`config.mk`:
```
export PLATFORM = sky130hd
export DESIGN_NAME = bkpt_unit
export DESIGN_NICKNAME = d
export VERILOG_FILES = /design/src/rtl/bkpt_pkg.sv /design/src/rtl/bkpt_slot.sv /design/src/rtl/bkpt_prio.sv /design/src/rtl/bkpt_trap.sv /design/src/rtl/bkpt_unit.sv
export SDC_FILE = /design/constraint.sdc
export NUM_CORES = 1
export LEC_CHECK = 0
export ABC_AREA = 1
export BUFFER_PORTS_ARGS = -buffer_cell sky130_fd_sc_hd__buf_2
export CORE_UTILIZATION = 50
export CTS_CLUSTER_DIAMETER = 200
export CTS_CLUSTER_SIZE = 12
export DETAILED_ROUTE_END_ITERATION = 16
export PLACE_DENSITY = 0.77
export REMOVE_ABC_BUFFERS = 1
export SLEW_MARGIN = 20
export SYNTH_ARGS = -nofsm -noshare
export SYNTH_HDL_FRONTEND = slang
export SYNTH_SLANG_ARGS = --single-unit
```
`constraint.sdc`:
```
create_clock -name clk -period 1.9 [get_ports clk]
set_input_delay 0 -clock clk [delete_from_list [all_inputs] [get_ports clk]]
set_output_delay 0 -clock clk [all_outputs]
set_load 0.01 [all_outputs]
```
`src/rtl/bkpt_pkg.sv`:
```
package bkpt_pkg;
  typedef enum logic [1:0] {
    KIND_NONE  = 2'b00,
    KIND_FETCH = 2'b01,
    KIND_LOAD  = 2'b10,
    KIND_STORE = 2'b11
  } acc_kind_e;
endpackage

```
`src/rtl/bkpt_slot.sv`:
```
module bkpt_slot
  import bkpt_pkg::*;
#(
  parameter int ADDR_W = 24,
  parameter int MASK_W = 5
) (
  input  logic                           clk,
  input  logic                           rst_n,
  input  logic                           wr_en,
  input  logic [ADDR_W+2+MASK_W-1:0]     wdata,
  input  logic                           bus_valid,
  input  logic [1:0]                     bus_kind,
  input  logic [ADDR_W-1:0]              bus_addr,
  output logic [ADDR_W+2+MASK_W-1:0]     rdata,
  output logic                           hit
);
  localparam int KIND_LSB = ADDR_W;
  localparam int CNT_LSB  = ADDR_W + 2;
  localparam int REG_W    = CNT_LSB + MASK_W;

  logic [ADDR_W-1:0] addr_q, addr_d;
  acc_kind_e         kind_q, kind_d;
  logic [MASK_W-1:0] cnt_q, cnt_d;
  logic [ADDR_W-1:0] care;
  logic [ADDR_W-1:0] diff;
  logic              kind_ok;

  // next-state: load all fields on a write, else hold
  always_comb begin
    addr_d = addr_q;
    kind_d = kind_q;
    cnt_d  = cnt_q;
    if (wr_en) begin
      addr_d = wdata[ADDR_W-1:0];
      kind_d = acc_kind_e'(wdata[KIND_LSB +: 2]);
      cnt_d  = wdata[CNT_LSB +: MASK_W];
    end
  end

  always_ff @(posedge clk or negedge rst_n) begin
    if (!rst_n) begin
      addr_q <= '0;
      kind_q <= KIND_NONE;
      cnt_q  <= '0;
    end else begin
      addr_q <= addr_d;
      kind_q <= kind_d;
      cnt_q  <= cnt_d;
    end
  end

  // a bit takes part in the compare only at or above the ignore count
  always_comb begin
    for (int i = 0; i < ADDR_W; i++) begin
      care[i] = (i >= int'(cnt_q));
    end
  end

  assign diff    = (bus_addr ^ addr_q) & care;
  assign kind_ok = (kind_q != KIND_NONE) && (bus_kind == 2'(kind_q));
  assign hit     = bus_valid && kind_ok && (diff == '0);
  assign rdata   = {cnt_q, 2'(kind_q), addr_q};

  // a written value reads back on the following cycle
  assert_wr_readback_R2: assert property (@(posedge clk) disable iff (!rst_n)
    wr_en |=> rdata == $past(wdata[REG_W-1:0]));

  // the exact programmed address always lies inside the zone
  assert_exact_in_zone_R4: assert property (@(posedge clk) disable iff (!rst_n)
    (bus_valid && kind_q != KIND_NONE && bus_kind == 2'(kind_q) && bus_addr == addr_q) |-> hit);

  // no hit without a valid access
  assert_idle_bus_R10: assert property (@(posedge clk) disable iff (!rst_n)
    !bus_valid |-> !hit);
endmodule

```
`src/rtl/bkpt_prio.sv`:
```
module bkpt_prio #(
  parameter int N  = 4,
  parameter int IW = 2
) (
  input  logic [N-1:0]  vec,
  output logic [IW-1:0] idx,
  output logic          any
);
  logic [N-1:0] lower;

  // scan downward so the lowest set bit is written last
  always_comb begin
    idx = '0;
    for (int i = N - 1; i >= 0; i--) begin
      if (vec[i]) idx = IW'(i);
    end
  end

  assign any = |vec;

  always_comb begin
    lower = vec & ((N'(1) << idx) - N'(1));
    if (any) begin
      assert_lowest_R6: assert (vec[idx] && lower == '0);
    end
  end
endmodule

```
`src/rtl/bkpt_trap.sv`:
```
module bkpt_trap #(
  parameter int N  = 4,
  parameter int IW = 2
) (
  input  logic          clk,
  input  logic          rst_n,
  input  logic [N-1:0]  match_vec,
  input  logic [IW-1:0] match_idx,
  input  logic          match_any,
  input  logic          allow,
  input  logic          ack,
  output logic          trap_req,
  output logic [IW-1:0] hit_idx,
  output logic [N-1:0]  hit_vec
);
  logic          trap_q, trap_d;
  logic [IW-1:0] idx_q, idx_d;
  logic [N-1:0]  vec_q, vec_d;
  logic          capture, release_t;

  assign capture   = !trap_q && allow && match_any;
  assign release_t = trap_q && ack;

  always_comb begin
    trap_d = trap_q;
    idx_d  = idx_q;
    vec_d  = vec_q;
    if (capture) begin
      trap_d = 1'b1;
      idx_d  = match_idx;
      vec_d  = match_vec;
    end else if (release_t) begin
      trap_d = 1'b0;
      idx_d  = '0;
      vec_d  = '0;
    end
  end

  always_ff @(posedge clk or negedge rst_n) begin
    if (!rst_n) begin
      trap_q <= 1'b0;
      idx_q  <= '0;
      vec_q  <= '0;
    end else begin
      trap_q <= trap_d;
      idx_q  <= idx_d;
      vec_q  <= vec_d;
    end
  end

  assign trap_req = trap_q;
  assign hit_idx  = idx_q;
  assign hit_vec  = vec_q;

  assert_rise_R5: assert property (@(posedge clk) disable iff (!rst_n)
    (!trap_req && allow && match_any) |=>
      (trap_req && hit_vec == $past(match_vec) && hit_idx == $past(match_idx)));

  assert_hold_R7: assert property (@(posedge clk) disable iff (!rst_n)
    (trap_req && !ack) |=> (trap_req && $stable(hit_vec) && $stable(hit_idx)));

  assert_clear_R7: assert property (@(posedge clk) disable iff (!rst_n)
    (trap_req && ack) |=> (!trap_req && hit_vec == '0));

  assert_gate_R8: assert property (@(posedge clk) disable iff (!rst_n)
    (!trap_req && !allow) |=> !trap_req);

  assert_nonempty_R6: assert property (@(posedge clk) disable iff (!rst_n)
    trap_req |-> (hit_vec != '0 && hit_vec[hit_idx]));
endmodule

```
`src/rtl/bkpt_unit.sv`:
```
module bkpt_unit
  import bkpt_pkg::*;
#(
  parameter int NUM_SLOTS = 4,
  parameter int ADDR_W    = 24,
  parameter int MASK_W    = 5,
  localparam int REG_W    = ADDR_W + 2 + MASK_W,
  localparam int IDX_W    = $clog2(NUM_SLOTS),
  localparam int SEL_W    = $clog2(NUM_SLOTS + 1)
) (
  input  logic                  clk,
  input  logic                  rst_n,
  input  logic                  cfg_we,
  input  logic [SEL_W-1:0]      cfg_sel,
  input  logic [REG_W-1:0]      cfg_wdata,
  output logic [REG_W-1:0]      cfg_rdata,
  input  logic                  bus_valid,
  input  logic [1:0]            bus_kind,
  input  logic [ADDR_W-1:0]     bus_addr,
  input  logic                  in_debug,
  input  logic                  trap_ack,
  output logic                  trap_req,
  output logic [IDX_W-1:0]      hit_slot,
  output logic [NUM_SLOTS-1:0]  hit_vec
);
  localparam int CTRL_SEL = NUM_SLOTS;

  logic                 en_q, en_d;
  logic [REG_W-1:0]     slot_rd [NUM_SLOTS];
  logic [NUM_SLOTS-1:0] match_vec;
  logic [IDX_W-1:0]     match_idx;
  logic                 match_any;
  logic                 allow;

  // global enable register
  always_comb begin
    en_d = en_q;
    if (cfg_we && cfg_sel == SEL_W'(CTRL_SEL)) en_d = cfg_wdata[0];
  end

  always_ff @(posedge clk or negedge rst_n) begin
    if (!rst_n) en_q <= 1'b0;
    else        en_q <= en_d;
  end

  generate
    for (genvar k = 0; k < NUM_SLOTS; k++) begin : g_slot
      logic wr_k;
      assign wr_k = cfg_we && (cfg_sel == SEL_W'(k));
      bkpt_slot #(
        .ADDR_W (ADDR_W),
        .MASK_W (MASK_W)
      ) u_slot (
        .clk       (clk),
        .rst_n     (rst_n),
        .wr_en     (wr_k),
        .wdata     (cfg_wdata),
        .bus_valid (bus_valid),
        .bus_kind  (bus_kind),
        .bus_addr  (bus_addr),
        .rdata     (slot_rd[k]),
        .hit       (match_vec[k])
      );
    end
  endgenerate

  // register read mux
  always_comb begin
    cfg_rdata = '0;
    for (int k = 0; k < NUM_SLOTS; k++) begin
      if (cfg_sel == SEL_W'(k)) cfg_rdata = slot_rd[k];
    end
    if (cfg_sel == SEL_W'(CTRL_SEL)) cfg_rdata = REG_W'(en_q);
  end

  bkpt_prio #(
    .N  (NUM_SLOTS),
    .IW (IDX_W)
  ) u_prio (
    .vec (match_vec),
    .idx (match_idx),
    .any (match_any)
  );

  assign allow = en_q && !in_debug;

  bkpt_trap #(
    .N  (NUM_SLOTS),
    .IW (IDX_W)
  ) u_trap (
    .clk       (clk),
    .rst_n     (rst_n),
    .match_vec (match_vec),
    .match_idx (match_idx),
    .match_any (match_any),
    .allow     (allow),
    .ack       (trap_ack),
    .trap_req  (trap_req),
    .hit_idx   (hit_slot),
    .hit_vec   (hit_vec)
  );

  // with the enable off, a trap never starts
  assert_enable_off_R8: assert property (@(posedge clk) disable iff (!rst_n)
    (!en_q && !trap_req) |=> !trap_req);

  // while the handler runs, a trap never starts
  assert_in_debug_R8: assert property (@(posedge clk) disable iff (!rst_n)
    (in_debug && !trap_req) |=> !trap_req);
endmodule

```
* Word-level counts from Yosys, hierarchy flattened
Cells that the tools add are included.
Cells by class: $mul 0, shift-type cells 0, add/subtract/negate cells 0, equal/unequal tests 8, div/mod/pow operators 0, $lt $le $gt $ge 96, bitwise operators 8, reductions and logical operators 34, muxes and demuxes 15
Operators by type and width (count):
- $ge 4x5->1 const A | 32
- $ge 5x5->1 const A | 32
- $mux 31 | 5
- $and 24x24->24 | 4
- $logic_not 24->1 | 4
- $xor 24x24->24 | 4
- $ge 3x5->1 const A | 16
- $ge 1x5->1 const A | 8
- $ge 2x5->1 const A | 8
- $logic_and 1x1->1 | 21
- $mux 2 | 6
- $reduce_bool 2->1 | 5
- $eq 2x2->1 | 4
- $mux 4 | 2
- $eq 3x2->1 const B | 2
- $reduce_or 4->1 | 1
- $eq 3x1->1 const B | 1
- $eq 3x3->1 const B | 1
- $logic_not 3->1 | 1
- $logic_not 1->1 | 2
- $mux 1 | 2
Word-level totals: ROM bits 0, latch bits 0, RAM bits 0, memories 0, flip-flop bits (word level) 132

* Longest topological paths before layout
depth in word-level cells 9, depth in mapped cells 16, depth with buffers taken out 15

* Cells and area by module
Synthesis repeated with hierarchy kept, for this count alone.
Second synthesis, totals: cell total of the unflattened synthesis 1290, area total of the unflattened synthesis 9003.6 um^2
Modules (own cells, without submodules):
- bkpt_slot | seq. area each 775.7 um^2, area an instance 1815.5 um^2, cells an instance 239, times used 4
- bkpt_unit | seq. area each 25.0 um^2, area an instance 1400.1 um^2, cells an instance 296, times used 1
- bkpt_trap | seq. area each 175.2 um^2, area an instance 295.3 um^2, cells an instance 29, times used 1
- bkpt_prio | seq. area each 0.0 um^2, area an instance 46.3 um^2, cells an instance 9, times used 1

* Least setup slack after synthesis
Ideal clock, no wire load.
path type register to register, start reg g_slot[1].u_slot.addr_q[6], end reg u_trap.idx_q[0] (netlist: u_trap.hit_idx[0]), stages on the path, launching flop included 12, arrival time 1439 ps, path slack 343 ps, required time 1782 ps, cell sequence dfrtp_1 -> or2_2 -> nand3_1 -> nand2_1 -> nand2_1 -> nand2_1 -> nor2_1 -> nand3_2 -> nand2_2 -> o21ai_4 -> nand3_1 -> nand2_1
Between the ends: longest elaborated chain between the ends 7, elaborated cells between the ends (all ways) 10, those cells by class mux: 3; bitwise: 2; reduce/logical: 5
Ends and longest elaborated chain:
- from (decl) | line bkpt_slot.sv:21 | logic [ADDR_W-1:0] addr_q, addr_d;
- from (signal assigned) | line bkpt_slot.sv:46 | addr_q <= addr_d;
- $xor 24x24->24 * | line bkpt_slot.sv:59 | assign diff = (bus_addr ^ addr_q) & care;
- $and 24x24->24 * | line bkpt_slot.sv:59
- $logic_not 24->1 * | line bkpt_slot.sv:61 | assign hit = bus_valid && kind_ok && (diff == '0);
- $logic_and 1x1->1 * | line bkpt_slot.sv:61
- $mux 2 / $reduce_or 4->1 (equally long branches) | line bkpt_prio.sv:15, bkpt_prio.sv:19
- $mux 2 / $logic_and 1x1->1 (equally long branches) | line bkpt_prio.sv:15, bkpt_trap.sv:21
- $mux 2 / $reduce_bool 2->1 (equally long branches)
- to (signal assigned) | line bkpt_trap.sv:46 | idx_q <= idx_d;
- to (decl) | line bkpt_trap.sv:17 | logic [IW-1:0] idx_q, idx_d;
Mark *: on every way between the ends. The rest lies on a longest branch, timed or not. A chain may end at the register's enable or synchronous reset.

* Worst setup path in the final report
start reg g_slot[0].u_slot.cnt_q[0], end reg u_trap.vec_q[0] (netlist: u_trap.hit_vec[0])
Between the ends: longest elaborated chain between the ends 7, elaborated cells between the ends (all ways) 31, those cells by class order compare: 24; mux: 1; bitwise: 1; reduce/logical: 5
Ends and longest elaborated chain:
- from (decl) | line bkpt_slot.sv:23 | logic [MASK_W-1:0] cnt_q, cnt_d;
- from (signal assigned) | line bkpt_slot.sv:48 | cnt_q <= cnt_d;
- $ge 1x5->1 (tied with other cells) | line bkpt_slot.sv:55 | care[i] = (i >= int'(cnt_q));
- $and 24x24->24 * | line bkpt_slot.sv:59
- $logic_not 24->1 * | line bkpt_slot.sv:61
- $logic_and 1x1->1 * | line bkpt_slot.sv:61
- $reduce_or 4->1 | line bkpt_prio.sv:19 | assign any = |vec;
- $logic_and 1x1->1 | line bkpt_trap.sv:21 | assign capture = !trap_q && allow && match_any;
- $mux 4 / $reduce_bool 2->1 (equally long branches)
- to (signal assigned) | line bkpt_trap.sv:47 | vec_q <= vec_d;
- to (decl) | line bkpt_trap.sv:18 | logic [N-1:0] vec_q, vec_d;
Marked as above.

==> run_results.csv <==
group,metric,value,unit
routing,drt-initial-drc-count,835,
routing,drt.antenna.violating_nets,0,
synth,synthArstFlopShare,100,%
place,dp_hpwl,21.7,mm
setup_path,arrival,2270,ps
sta,setup_viol,0,
worst_hold_path,hold_class,"primary input to register",
synth,synth_edf_count,0,
sta,finalHoldViolCount,0,
power,power.internal,7.12,mW
setup_path,critPathMaxFanout,7,
final_layout,drive_gt1_share,27.0,%
cts,clkTransAtPathRegs,60,ps
power,p_sw,4.15,mW
die,io_pins,104,
die,fp.dieW,132,um
routing,route.detailed.drc,0,
power,power.density,1010,mW/mm2
place,gp_congestion,0.989,
routing,wl,30.7,mm
routing,vias,9262,
die,die-height,132,um
synth,ys_warn_count,0,
synth,syn_inst,1248,
final_layout,nNetsFinal,1519,
place,place_ws,-147,ps
cts,cts_made_buffers,17,
power,leakagePower,5.82,nW
status,status,"complete, no violations",
power,swShare,36.9,%
setup_path,crit_required,2270,ps
die,start_util,51.1,%
setup_path,cp-start-kind,"register",
power,combPwrFrac,33.0,%
sta,max_freq,526,MHz
cts,clock-root-buffer,"clkbuf_16",
sta,finalCritPeriodShare,100,%
power,vdd_drop_max,713,uV
final_layout,area_growth_syn_to_layout,32.7,%
cts,h-tree-depth,4,
setup_path,worstSetupPathType,"register to register",
sta,relSlewSlack,56.0,%
final_layout,finish.utilization,67.9,%
routing,detail_route.wl_per_cell,18.2,um
global_route,grt_overflow_total,0,
routing,first_pass_iters,6,
cts,clockBufferDepth,2,
synth,synth_ff_type,"dfrtp_1",
global_route,grt_pass1_vias,8551,
power,p_clk_share,32.0,%
cts,cts_tree,"done",
final_layout,antenna_cells,0,
die,fp-row-count,47,
sta,fin_skew,9.60,ps
global_route,antenna_found_initial,0,
place,portBuffers,103,
synth,avgSynthCellArea,6.77,um2
sta,finalMaxSlewViolations,0,
cts,cts_num_sinks,132,
sta,rsz0062_at_grt,"yes",
cts,clock_latency,430,ps
synth,ys_seq_area_share,39.1,%
global_route,grt_first_pass_wirelength,47.0,mm
routing,vias_per_cell,5.49,
die,die_area,0.0174,mm2
run,cap_violations,0,
sta,setup_ws,0.287,ps
global_route,grt_max_degree,50,
synth,synth_seq_cells,132,
sta,finalCriticalPeriod,1900,ps
synth,synth_cell_type_count,34,
final_layout,fill_cells,1432,
setup_path,crit_path_end_kind,"register",
synth,synth_area,0.00845,mm2
power,seqPwrFrac,35.0,%
sta,tightest_slew,660,ps
global_route,grt_use_total,35.4,%
die,core,0.0165,mm2
area by class of cell:
class,count,area (um2),area share [%]
Tap cell,220,275,2.45
Inverter,143,552,4.92
Timing Repair Buffer,245,1790,16.0
Clock buffer,22,494,4.41
Multi-Input combinational cell,914,4640,41.3
Sequential cell,132,3320,29.6
Clock inverter,10,144,1.28
cell families (layout without fill, tap and decap cells):
kind of cell / after synthesis / in the layout / share of synthesized area, %
compound gates: 251 / 251 / 16.6
flops: 132 / 132 / 39.1
simple gates: 619 / 619 / 29.9
buf+inv: 202 / 420 / 9.88
xor+xnor: 44 / 44 / 4.56
repair_timing:
item                       4_1_cts  5_1_grt
gates resized for setup         18      120
setup buffers                   10       22
pin swaps                        2       42
setup endpoints to repair        7        7
hold endpoints to repair       166        0
cloned                           0        1
hold buffers                    35        0
worst max-delay path, stage by stage, from the launching register on:
cell     delay, ps
dfrtp_1        440
nand2_2        140
buf_4          130
nand2_1         50
nand2_1        100
nand3_1         80
nand2_1         80
nand2_1         50
nand2_1         70
nor2_2          40
nand2_2        120
nand2_4         80
o21ai_4        270
nand3_1        110
nand2_1         80
power groups by stage:
stage	Clock [mW]	Combinational, mW	Sequential (mW)
6_report	3.60	3.72	3.94
3_3_place_gp	0	3.09	3.92
5_1_grt	3.73	4.06	4.01
3_5_place_dp	0	3.12	3.93
2_1_floorplan	0	1.81	3.82
4_1_cts	3.60	3.28	3.89
routing by layer:
layer | track usage [%] | share of wire [%] | up-vias
li1 | - | - | 4384
met5 | 0 | 0 | -
met3 | 8.19 | 9.1 | 77
met4 | 13.3 | 3.3 | 0
met2 | 55.4 | 45 | 473
met1 | 47.8 | 43 | 4328
cells in the mapped netlist (14+ instances only):
| master | n | area (um2) |
|---|---|---|
| nor2_1 | 82 | 308 |
| dfrtp_1 | 132 | 3300 |
| nand2_1 | 434 | 1630 |
| a21oi_1 | 55 | 275 |
| xnor2_1 | 22 | 193 |
| xor2_1 | 22 | 193 |
| a221oi_1 | 14 | 123 |
| o21ai_0 | 147 | 736 |
| inv_1 | 131 | 492 |
| clkbuf_1 | 36 | 135 |
| nand3_1 | 66 | 330 |
state kept, by name (all words and copies together) (netlist names):
signal                flops
en_q                      1
g_slot.u_slot.addr_q     96
g_slot.u_slot.cnt_q      20
g_slot.u_slot.kind_q      8
u_trap.hit_idx            2
u_trap.hit_vec            4
u_trap.trap_req           1
worst paths after layout:
path / start / endpoint / slack, ps / cells past startpoint
worst max-delay path: g_slot[0].u_slot.cnt_q[0]$_DFFE_PN0P_ / u_trap.hit_vec[0]$_DFFE_PN0P_ / 0.3 / 14
worst min-delay path: in_debug / u_trap.hit_vec[3]$_DFFE_PN0P_ / 50 / 6
worst max register to register: g_slot[0].u_slot.cnt_q[0]$_DFFE_PN0P_ / u_trap.hit_vec[0]$_DFFE_PN0P_ / 0.3 / 14
worst min register to register: u_trap.hit_vec[2]$_DFFE_PN0P_ / u_trap.hit_vec[2]$_DFFE_PN0P_ / 500 / 2
max in group asynchronous: rst_n / g_slot[2].u_slot.cnt_q[2]$_DFFE_PN0P_ / 1010 / 3
min in group asynchronous: rst_n / g_slot[1].u_slot.kind_q[0]$_DFFE_PN0P_ / 100 / 2
cell usage in the layout (no fill, tap or decap), types with 3 or more instances in the layout:
| cell | Yosys | routed |
|---|---|---|
| inv_2 | 11 | 15 |
| xor2_1 | 22 | 21 |
| buf_6 | 4 | 12 |
| or2_2 | 7 | 7 |
| buf_12 | 0 | 6 |
| o21ai_2 | 3 | 7 |
| a31oi_1 | 3 | 3 |
| o211ai_1 | 4 | 4 |
| nor2_1 | 82 | 58 |
| dlygate4sd3_1 | 0 | 35 |
| nand3_1 | 66 | 50 |
| o21ai_1 | 5 | 6 |
| nand3_2 | 2 | 18 |
| dfrtp_2 | 0 | 16 |
| o21ai_0 | 147 | 141 |
| nand2_4 | 3 | 9 |
| clkbuf_16 | 0 | 17 |
| buf_4 | 7 | 89 |
| a32oi_1 | 5 | 5 |
| a22oi_1 | 11 | 11 |
| inv_1 | 131 | 123 |
| bufinv_16 | 0 | 3 |
| a21oi_2 | 1 | 3 |
| nand4_1 | 4 | 4 |
| nand2_1 | 434 | 401 |
| clkinvlp_4 | 0 | 3 |
| buf_2 | 7 | 103 |
| a221oi_1 | 14 | 14 |
| inv_4 | 0 | 4 |
| nor2_4 | 1 | 7 |
| nor2_2 | 11 | 29 |
| xnor2_1 | 22 | 22 |
| nand2_2 | 8 | 35 |
| dfrtp_1 | 132 | 116 |
| a21oi_1 | 55 | 53 |
| clkbuf_8 | 0 | 5 |
through the flow:
step / hold WS, ps / setup TNS (ps) / instance area, um2 / instances / total power [mW]
5_1_grt: 80.5 / -318 / 11200 / 1686 / 11.8
4_1_cts: 49.8 / 0 / 10700 / 1664 / 10.8
3_3_place_gp: 19.4 / -939 / 9600 / 1587 / 7.01
2_1_floorplan: -296 / -43910 / 8160 / 1189 / 5.62
3_5_place_dp: 17.0 / -924 / 9600 / 1587 / 7.05
6_report: 47.9 / 0 / 11200 / 1686 / 11.3
No activity file was read; power rests on OpenSTA's default activity.
